**config.mk**
```make
export PLATFORM = sky130hd
export DESIGN_NAME = serial_chain_loader
export DESIGN_NICKNAME = d
export VERILOG_FILES = /design/src/rtl/cfg_loader_pkg.sv /design/src/rtl/cfg_loader_clksrc.sv /design/src/rtl/cfg_loader_ctrl.sv /design/src/rtl/cfg_loader_dpath.sv /design/src/rtl/serial_chain_loader.sv
export SDC_FILE = /design/constraint.sdc
export NUM_CORES = 1
export LEC_CHECK = 0
export BUFFER_PORTS_ARGS = -buffer_cell sky130_fd_sc_hd__buf_4
export CAP_MARGIN = 20
export CORE_MARGIN = 2
export CORE_UTILIZATION = 64
export DETAILED_ROUTE_END_ITERATION = 7
export PLACE_DENSITY_LB_ADDON = 0.25
export RECOVER_POWER = 25
export SYNTH_ARGS = -nofsm -noshare
export SYNTH_HDL_FRONTEND = slang
export SYNTH_SLANG_ARGS = --single-unit
```
**constraint.sdc**
```tcl
create_clock -name clk -period 8.9 [get_ports clk]
set_input_delay 1.335 -clock clk [delete_from_list [all_inputs] [get_ports clk]]
set_output_delay 1.335 -clock clk [all_outputs]
set_load 0.02 [all_outputs]
```
**src/rtl/cfg_loader_pkg.sv**
```systemverilog
`timescale 1ns/1ps
package cfg_loader_pkg;
  // strobes sent from control to datapath
  typedef struct packed {
    logic clear;     // restart: drop partial byte, park serial output high
    logic shiftEn;   // take serIn into the byte shifter
    logic byteDone;  // this shift completes a byte
    logic fwdEn;     // pass serIn on to the chain output
  } loaderStrobes_t;
endpackage

```
**src/rtl/cfg_loader_clksrc.sv**
```systemverilog
`timescale 1ns/1ps
module cfg_loader_clksrc #(
  parameter bit MASTER  = 1'b0,
  parameter int CLK_DIV = 4
) (
  input  logic clk,
  input  logic rstN,
  input  logic masterRun,
  input  logic cfgClkIn,
  output logic cfgClkOut,
  output logic bitTick
);
  generate
    if (MASTER) begin : g_master
      localparam int DIV_W = $clog2(CLK_DIV + 1);
      logic [DIV_W-1:0] divCnt;
      logic clkQ;
      logic phaseEnd;
      logic unusedExtClk;

      assign unusedExtClk = cfgClkIn;
      assign phaseEnd = (divCnt == DIV_W'(CLK_DIV - 1));

      always_ff @(posedge clk or negedge rstN) begin
        if (!rstN) begin
          divCnt <= '0;
          clkQ   <= 1'b0;
        end else if (!masterRun) begin
          divCnt <= '0;
          clkQ   <= 1'b0;
        end else if (phaseEnd) begin
          divCnt <= '0;
          clkQ   <= ~clkQ;
        end else begin
          divCnt <= divCnt + 1'b1;
        end
      end

      assign cfgClkOut = clkQ;
      assign bitTick   = masterRun && phaseEnd && !clkQ;
    end else begin : g_slave
      logic extPrev;
      logic unusedRun;

      assign unusedRun = masterRun;

      always_ff @(posedge clk or negedge rstN) begin
        if (!rstN) extPrev <= 1'b0;
        else       extPrev <= cfgClkIn;
      end

      assign cfgClkOut = 1'b0;
      assign bitTick   = cfgClkIn && !extPrev;
    end
  endgenerate
endmodule

```
**src/rtl/cfg_loader_ctrl.sv**
```systemverilog
`timescale 1ns/1ps
module cfg_loader_ctrl
  import cfg_loader_pkg::*;
#(
  parameter int CNT_W  = 32,
  parameter int BYTE_W = 8
) (
  input  logic             clk,
  input  logic             rstN,
  input  logic             bitTick,
  input  logic             restart,
  input  logic [CNT_W-1:0] frameBits,
  output loaderStrobes_t   strobes,
  output logic             frameDone
);
  localparam int IDX_W = $clog2(BYTE_W);

  logic [CNT_W-1:0] bitCount;
  logic             fwdFlag;
  logic             consume;
  logic             lastOfByte;
  logic             lastOfFrame;

  assign consume     = !fwdFlag && (bitCount < frameBits);
  assign lastOfByte  = (bitCount[IDX_W-1:0] == IDX_W'(BYTE_W - 1));
  assign lastOfFrame = ((bitCount + CNT_W'(1)) == frameBits);

  always_comb begin
    strobes.clear    = restart;
    strobes.shiftEn  = bitTick && consume && !restart;
    strobes.byteDone = bitTick && consume && !restart && lastOfByte;
    strobes.fwdEn    = bitTick && !consume && !restart;
  end

  always_ff @(posedge clk or negedge rstN) begin
    if (!rstN) begin
      bitCount <= '0;
      fwdFlag  <= 1'b0;
    end else if (restart) begin
      bitCount <= '0;
      fwdFlag  <= 1'b0;
    end else if (strobes.shiftEn) begin
      bitCount <= bitCount + CNT_W'(1);
      if (lastOfFrame) fwdFlag <= 1'b1;
    end else if (strobes.fwdEn) begin
      fwdFlag <= 1'b1;
    end
  end

  assign frameDone = fwdFlag;
endmodule

```
**src/rtl/cfg_loader_dpath.sv**
```systemverilog
`timescale 1ns/1ps
module cfg_loader_dpath
  import cfg_loader_pkg::*;
#(
  parameter int BYTE_W = 8
) (
  input  logic              clk,
  input  logic              rstN,
  input  loaderStrobes_t    strobes,
  input  logic              serIn,
  output logic [BYTE_W-1:0] byteData,
  output logic              byteValid,
  output logic              serOut
);
  logic [BYTE_W-1:0] shiftReg;
  logic [BYTE_W-1:0] shiftNext;

  assign shiftNext = {shiftReg[BYTE_W-2:0], serIn};

  always_ff @(posedge clk or negedge rstN) begin
    if (!rstN) begin
      shiftReg  <= '0;
      byteData  <= '0;
      byteValid <= 1'b0;
      serOut    <= 1'b1;
    end else begin
      byteValid <= 1'b0;
      if (strobes.clear) begin
        shiftReg <= '0;
        serOut   <= 1'b1;
      end else begin
        if (strobes.shiftEn) shiftReg <= shiftNext;
        if (strobes.byteDone) begin
          byteData  <= shiftNext;
          byteValid <= 1'b1;
        end
        if (strobes.fwdEn) serOut <= serIn;
      end
    end
  end
endmodule

```
**src/rtl/serial_chain_loader.sv**
```systemverilog
`timescale 1ns/1ps
module serial_chain_loader
  import cfg_loader_pkg::*;
#(
  parameter bit MASTER  = 1'b0,
  parameter int CLK_DIV = 4,
  parameter int CNT_W   = 32,
  parameter int BYTE_W  = 8
) (
  input  logic              clk,
  input  logic              rstN,
  input  logic              restart,
  input  logic [CNT_W-1:0]  frameBits,
  input  logic              masterRun,
  input  logic              cfgClkIn,
  output logic              cfgClkOut,
  input  logic              serIn,
  input  logic              readReq,
  output logic              serOut,
  output logic [BYTE_W-1:0] byteData,
  output logic              byteValid,
  output logic              frameDone
);
  loaderStrobes_t strobes;
  logic bitTick;
  logic unusedReadReq;

  // serial loading has no read path
  assign unusedReadReq = readReq;

  cfg_loader_clksrc #(.MASTER(MASTER), .CLK_DIV(CLK_DIV)) u_clksrc (
    .clk(clk), .rstN(rstN), .masterRun(masterRun), .cfgClkIn(cfgClkIn),
    .cfgClkOut(cfgClkOut), .bitTick(bitTick)
  );

  cfg_loader_ctrl #(.CNT_W(CNT_W), .BYTE_W(BYTE_W)) u_ctrl (
    .clk(clk), .rstN(rstN), .bitTick(bitTick), .restart(restart),
    .frameBits(frameBits), .strobes(strobes), .frameDone(frameDone)
  );

  cfg_loader_dpath #(.BYTE_W(BYTE_W)) u_dpath (
    .clk(clk), .rstN(rstN), .strobes(strobes), .serIn(serIn),
    .byteData(byteData), .byteValid(byteValid), .serOut(serOut)
  );
endmodule

```
Word-level counts from Yosys, hierarchy flattened
Cells that the tools add are included.

Bits in registers: 51. Output and inout port bits: 12.

Muxes and demuxes: 12. Add/subtract/negate cells: 1. Magnitude comparators: 1. Bitwise logic cells: 1. Reductions and logical operators: 16. Eq/ne operators: 3.

Operators by type and width (number): 32-bit two-way mux (2); 32-bit by 1-bit adder with 32-bit output, second input constant (1); 32-bit equality test (1); 32-bit less-than comparator (1); 7-bit two-way mux (2); 1-bit two-way mux (8); 1-bit logical AND (7); 1-bit logical NOT (4); 2-bit AND reduction (2); 2-bit nonzero test (2); 3-bit equality test, second input constant (1); 3-bit by 2-bit != test with 1-bit output, second input constant (1); 3-bit nonzero test (1); 1-bit inverter (1).

Logic depth before layout (Yosys ltp)
Word-level depth: 8. Gate-level depth with buffers: 11. Depth with buffers taken out: 9.

By module
Synthesis repeated with hierarchy kept, for this count alone.

Cells, all modules: 512. Area total of the unflattened synthesis: 4438.0 um^2.

Modules (own cells, without submodules): cfg_loader_ctrl (area an instance 3684.8 um^2, instances 1, cells an instance 462); cfg_loader_dpath (area an instance 703.2 um^2, instances 1, cells an instance 46); cfg_loader_clksrc (area an instance 50.0 um^2, instances 1, cells an instance 4).

Least setup slack after synthesis
Ideal clock, no wire load.

Path kind: input -> register. Start point: input port frameBits[25]. End point: register u_ctrl.bitCount[13]. Data required time: 8822 ps. Stages on the path: 10. Arrival: 3784 ps. Path buffers: 1. Slack: 5038 ps. Path through: inv_1 ha_1 a21o_1 a221o_1 a221oi_1 o21ai_1 a21o_1 clkbuf_1 or4_2 a21oi_1.

Word-level cells in the longest chain between the ends: 5.

Ends and longest elaborated chain: start: declaration (line serial_chain_loader.sv:13) `input logic [CNT_W-1:0] frameBits,`; 32-bit less-than comparator (line cfg_loader_ctrl.sv:24) `assign consume = !fwdFlag && (bitCount < frameBits);`; 1-bit logical AND (line cfg_loader_ctrl.sv:24); 1-bit logical AND (2 in a row) (line cfg_loader_ctrl.sv:30) `strobes.shiftEn = bitTick && consume && !restart;`; 2-bit nonzero test (no line); end signal: assignment (line cfg_loader_ctrl.sv:43) `bitCount <= bitCount + CNT_W'(1);`; end: declaration (line cfg_loader_ctrl.sv:18) `logic [CNT_W-1:0] bitCount;`.

Every way passes these cells. A chain may end at the register's enable or synchronous reset.

Worst setup path in the final report
Ends and elaborated chain as after synthesis.

==> results.ini <==
[sta]
grt_setup_unrepaired=false
finalCritPeriodShare_pct=47.8
hold_violations=0
slew_headroom_pct=-85.3
whs_ns=0.515
period_minus_slack_ns=4.26
tightest_slew_ns=2.78
fin_skew_ns=0.00774
slew_violations=52
fmax_mhz=235
fin_ws_ns=4.64
setup_violations=0
setup-tns-final_ns=0

[hold_path]
holdPathEnd=u_dpath.byteData[7]
worstHoldStart=u_dpath.shiftReg[6]
holdPathStages=1
hp-class=flop to flop

[synth]
synth_warnings=0
ys_ff_latch=51
synthesis.area_um2=4220
netlist_instances=483
yosys-top-cells-area=dfrtp_1 (30%), ha_1 (10%), xnor2_1 (7.5%)
synth_common_cells=dfrtp_1 (50), a21oi_1 (43), inv_1 (39)
synth_edf_count=0
synth_top_cell_area_share_pct=29.7
syn_area_per_cell_um2=8.73
synth_top_area_cell=dfrtp_1
ys_seq_area_share_pct=30.3
synthFlopType=dfrtp_1
synth_cell_type_count=52
post-synth-top-count-cell=dfrtp_1
synth_nets=556
async_flop_share_pct=100

[layout]
antenna_cells=0
area_growth_pct=11.1
area.sequential_um2=1280
drive_gt1_share_pct=17.0
fin_util_pct=73.8
fill_cells=496
multi_input_area_um2=2690
nNetsFinal=590

[cts]
cts_tree=yes
cts-root-buf=clkbuf_8
numCtsBuffers=5
cts_resized=0
cts_buffer_depth=2
numClockSinks=51
clkLatencyLatePin_ns=0.31
clk_pin_slew_ns=0.11
postCtsSetupBuffers=0
htree_levels=2
postCtsHoldBufs=0

[pwr]
p_leak_nw=2.18
ir_drop_mv=0.0924
cellPowerDensity_nw_per_um2=94.1

[global_routing]
gr-total-overflow=0
grt_usage_pct=30.2
grt_pass1_wl_mm=17.8
grt_max_degree=52
grt_antenna_before_repair=0
grt_pass1_vias=3749

[die]
io_pins=51
start_util_pct=66.4
die_area_um2=7250
fp.coreArea_um2=6350
die_x_um=85.2
fp.dieH_um=85.2
std_cell_rows=29

[setup_path]
reg2regPathDepth=9
worstPathArrival_ns=4.50
crit_path_end_kind=flop
timing.rr.end=u_ctrl.bitCount[13]
required_ns=9.14
crit_slowest_cell=or4_2
crit_fanout=24
rrSetupSlack_ns=5.29
cp_slowest_stage_delay_ns=0.66
r2r-start=u_ctrl.bitCount[26]
critical_path_class=input pin to flop
worstSetupStartpointType=input pin
crit_chain=buf_4 -> inv_1 -> ha_1 -> a21o_1 -> a221o_1 -> a221oi_1 -> o21ai_1 -> a21o_1 -> buf_4 -> or4_2 -> a21oi_1

[route]
wirelength_mm=10.3
via_per_inst=6.54
first_iter_violations=312
routedWlPerCell_um=17.4
drcViolationCount=0
drtAntennaViolNets=0
vias=3889
first_pass_iters=4

[placement]
dp.final_hpwl_mm=7.43
finalWeightedCongestion=0.911
dp_worst_setup_slack_ns=4.34
port-buffer-count=47

[status]
violations=capacitance limit, slew limit
status=finished with violations

[run]
maxCapViolCount=1

-- through the flow --
stage	std cells	total power, W	cell area, um2
after floorplan	483	0.000270	4220
after global placement	587	0.000297	4600
after detailed placement	587	0.000299	4600
after CTS	595	0.000445	4690
after global routing	595	0.000461	4680
final	595	0.000441	4680
-- kinds of logic after synthesis --
family / count (synthesis) / synth area share [%]
simple gates: 157 / 22.0
compound gates: 110 / 17.0
buf+inv: 63 / 5.82
xor+xnor: 51 / 10.6
flops: 51 / 30.3
fa+ha+maj: 34 / 10.1
mux: 16 / 4.12
other cells: 1 / 0.0889
-- sequential cells by signal, indices dropped and copies added (netlist names) --
| name | count |
|---|---|
| u_dpath.byteData | 8 |
| u_ctrl.frameDone | 1 |
| u_dpath.shiftReg | 7 |
| u_dpath.serOut | 1 |
| u_clksrc.g_slave.extPrev | 1 |
| u_ctrl.bitCount | 32 |
| u_dpath.byteValid | 1 |
-- area by class of cell --
cell class | count | share of cell area [%]
timing repair buffer | 51 | 8.01
multi-input combinational | 369 | 57.5
clock inverter | 3 | 0.561
tap | 77 | 2.06
inverter | 39 | 3.12
sequential | 51 | 27.3
clock buffer | 5 | 1.47
-- where the power goes --
group / switching, W / total [W] / internal [W]
logic: 0.0000354 / 0.0000607 / 0.0000252
registers: 0.00000154 / 0.000234 / 0.000233
clock network: 0.0000876 / 0.000146 / 0.0000581
-- cells in the final DEF (no fill, tap or decap), types with 6 or more instances in the layout --
| master | synthesis | routed |
|---|---|---|
| a21o_1 | 10 | 10 |
| nor2_1 | 21 | 21 |
| ha_1 | 34 | 34 |
| dfrtp_1 | 50 | 50 |
| a21oi_1 | 43 | 43 |
| nor4_1 | 6 | 6 |
| xnor2_1 | 36 | 36 |
| mux2_2 | 11 | 11 |
| nand3b_1 | 6 | 6 |
| o21ai_0 | 16 | 16 |
| xor2_1 | 15 | 15 |
| nand3_1 | 15 | 15 |
| or4_1 | 14 | 14 |
| inv_1 | 39 | 39 |
| nor3_1 | 12 | 12 |
| o31ai_1 | 15 | 15 |
| and3_1 | 8 | 8 |
| nand4_1 | 21 | 21 |
| buf_4 | 1 | 49 |
| nand2_1 | 29 | 29 |
-- metal layers --
metal  global-route usage (%)  up-vias  share of wire [%]
li1                         -     1835                  -
met1                     40.9     1862                 43
met2                     48.8      166                 48
met3                     5.06       26                6.9
met4                     11.0        0                2.6
met5                        0        -                  0
-- worst max-delay path, delay by kind of cell --
kind            cells  cell delay [ns]
compound gates      6             1.74
buf+inv             3             0.46
simple gates        1             0.66
fa+ha+maj           1             0.30
-- how the worst max path moves through the flow --
stage / from / to / slack, ns / cells after the start
floorplan: frameBits[25] / u_ctrl.bitCount[13] / 5.04 / 10
global placement: frameBits[25] / u_ctrl.bitCount[13] / 4.40 / 11
detailed placement: frameBits[25] / u_ctrl.bitCount[13] / 4.34 / 11
CTS: frameBits[25] / u_ctrl.bitCount[13] / 4.66 / 11
global route: frameBits[27] / u_ctrl.bitCount[13] / 4.44 / 11
finish: frameBits[25] / u_ctrl.bitCount[13] / 4.64 / 11
No activity file was read; power rests on OpenSTA's default activity.
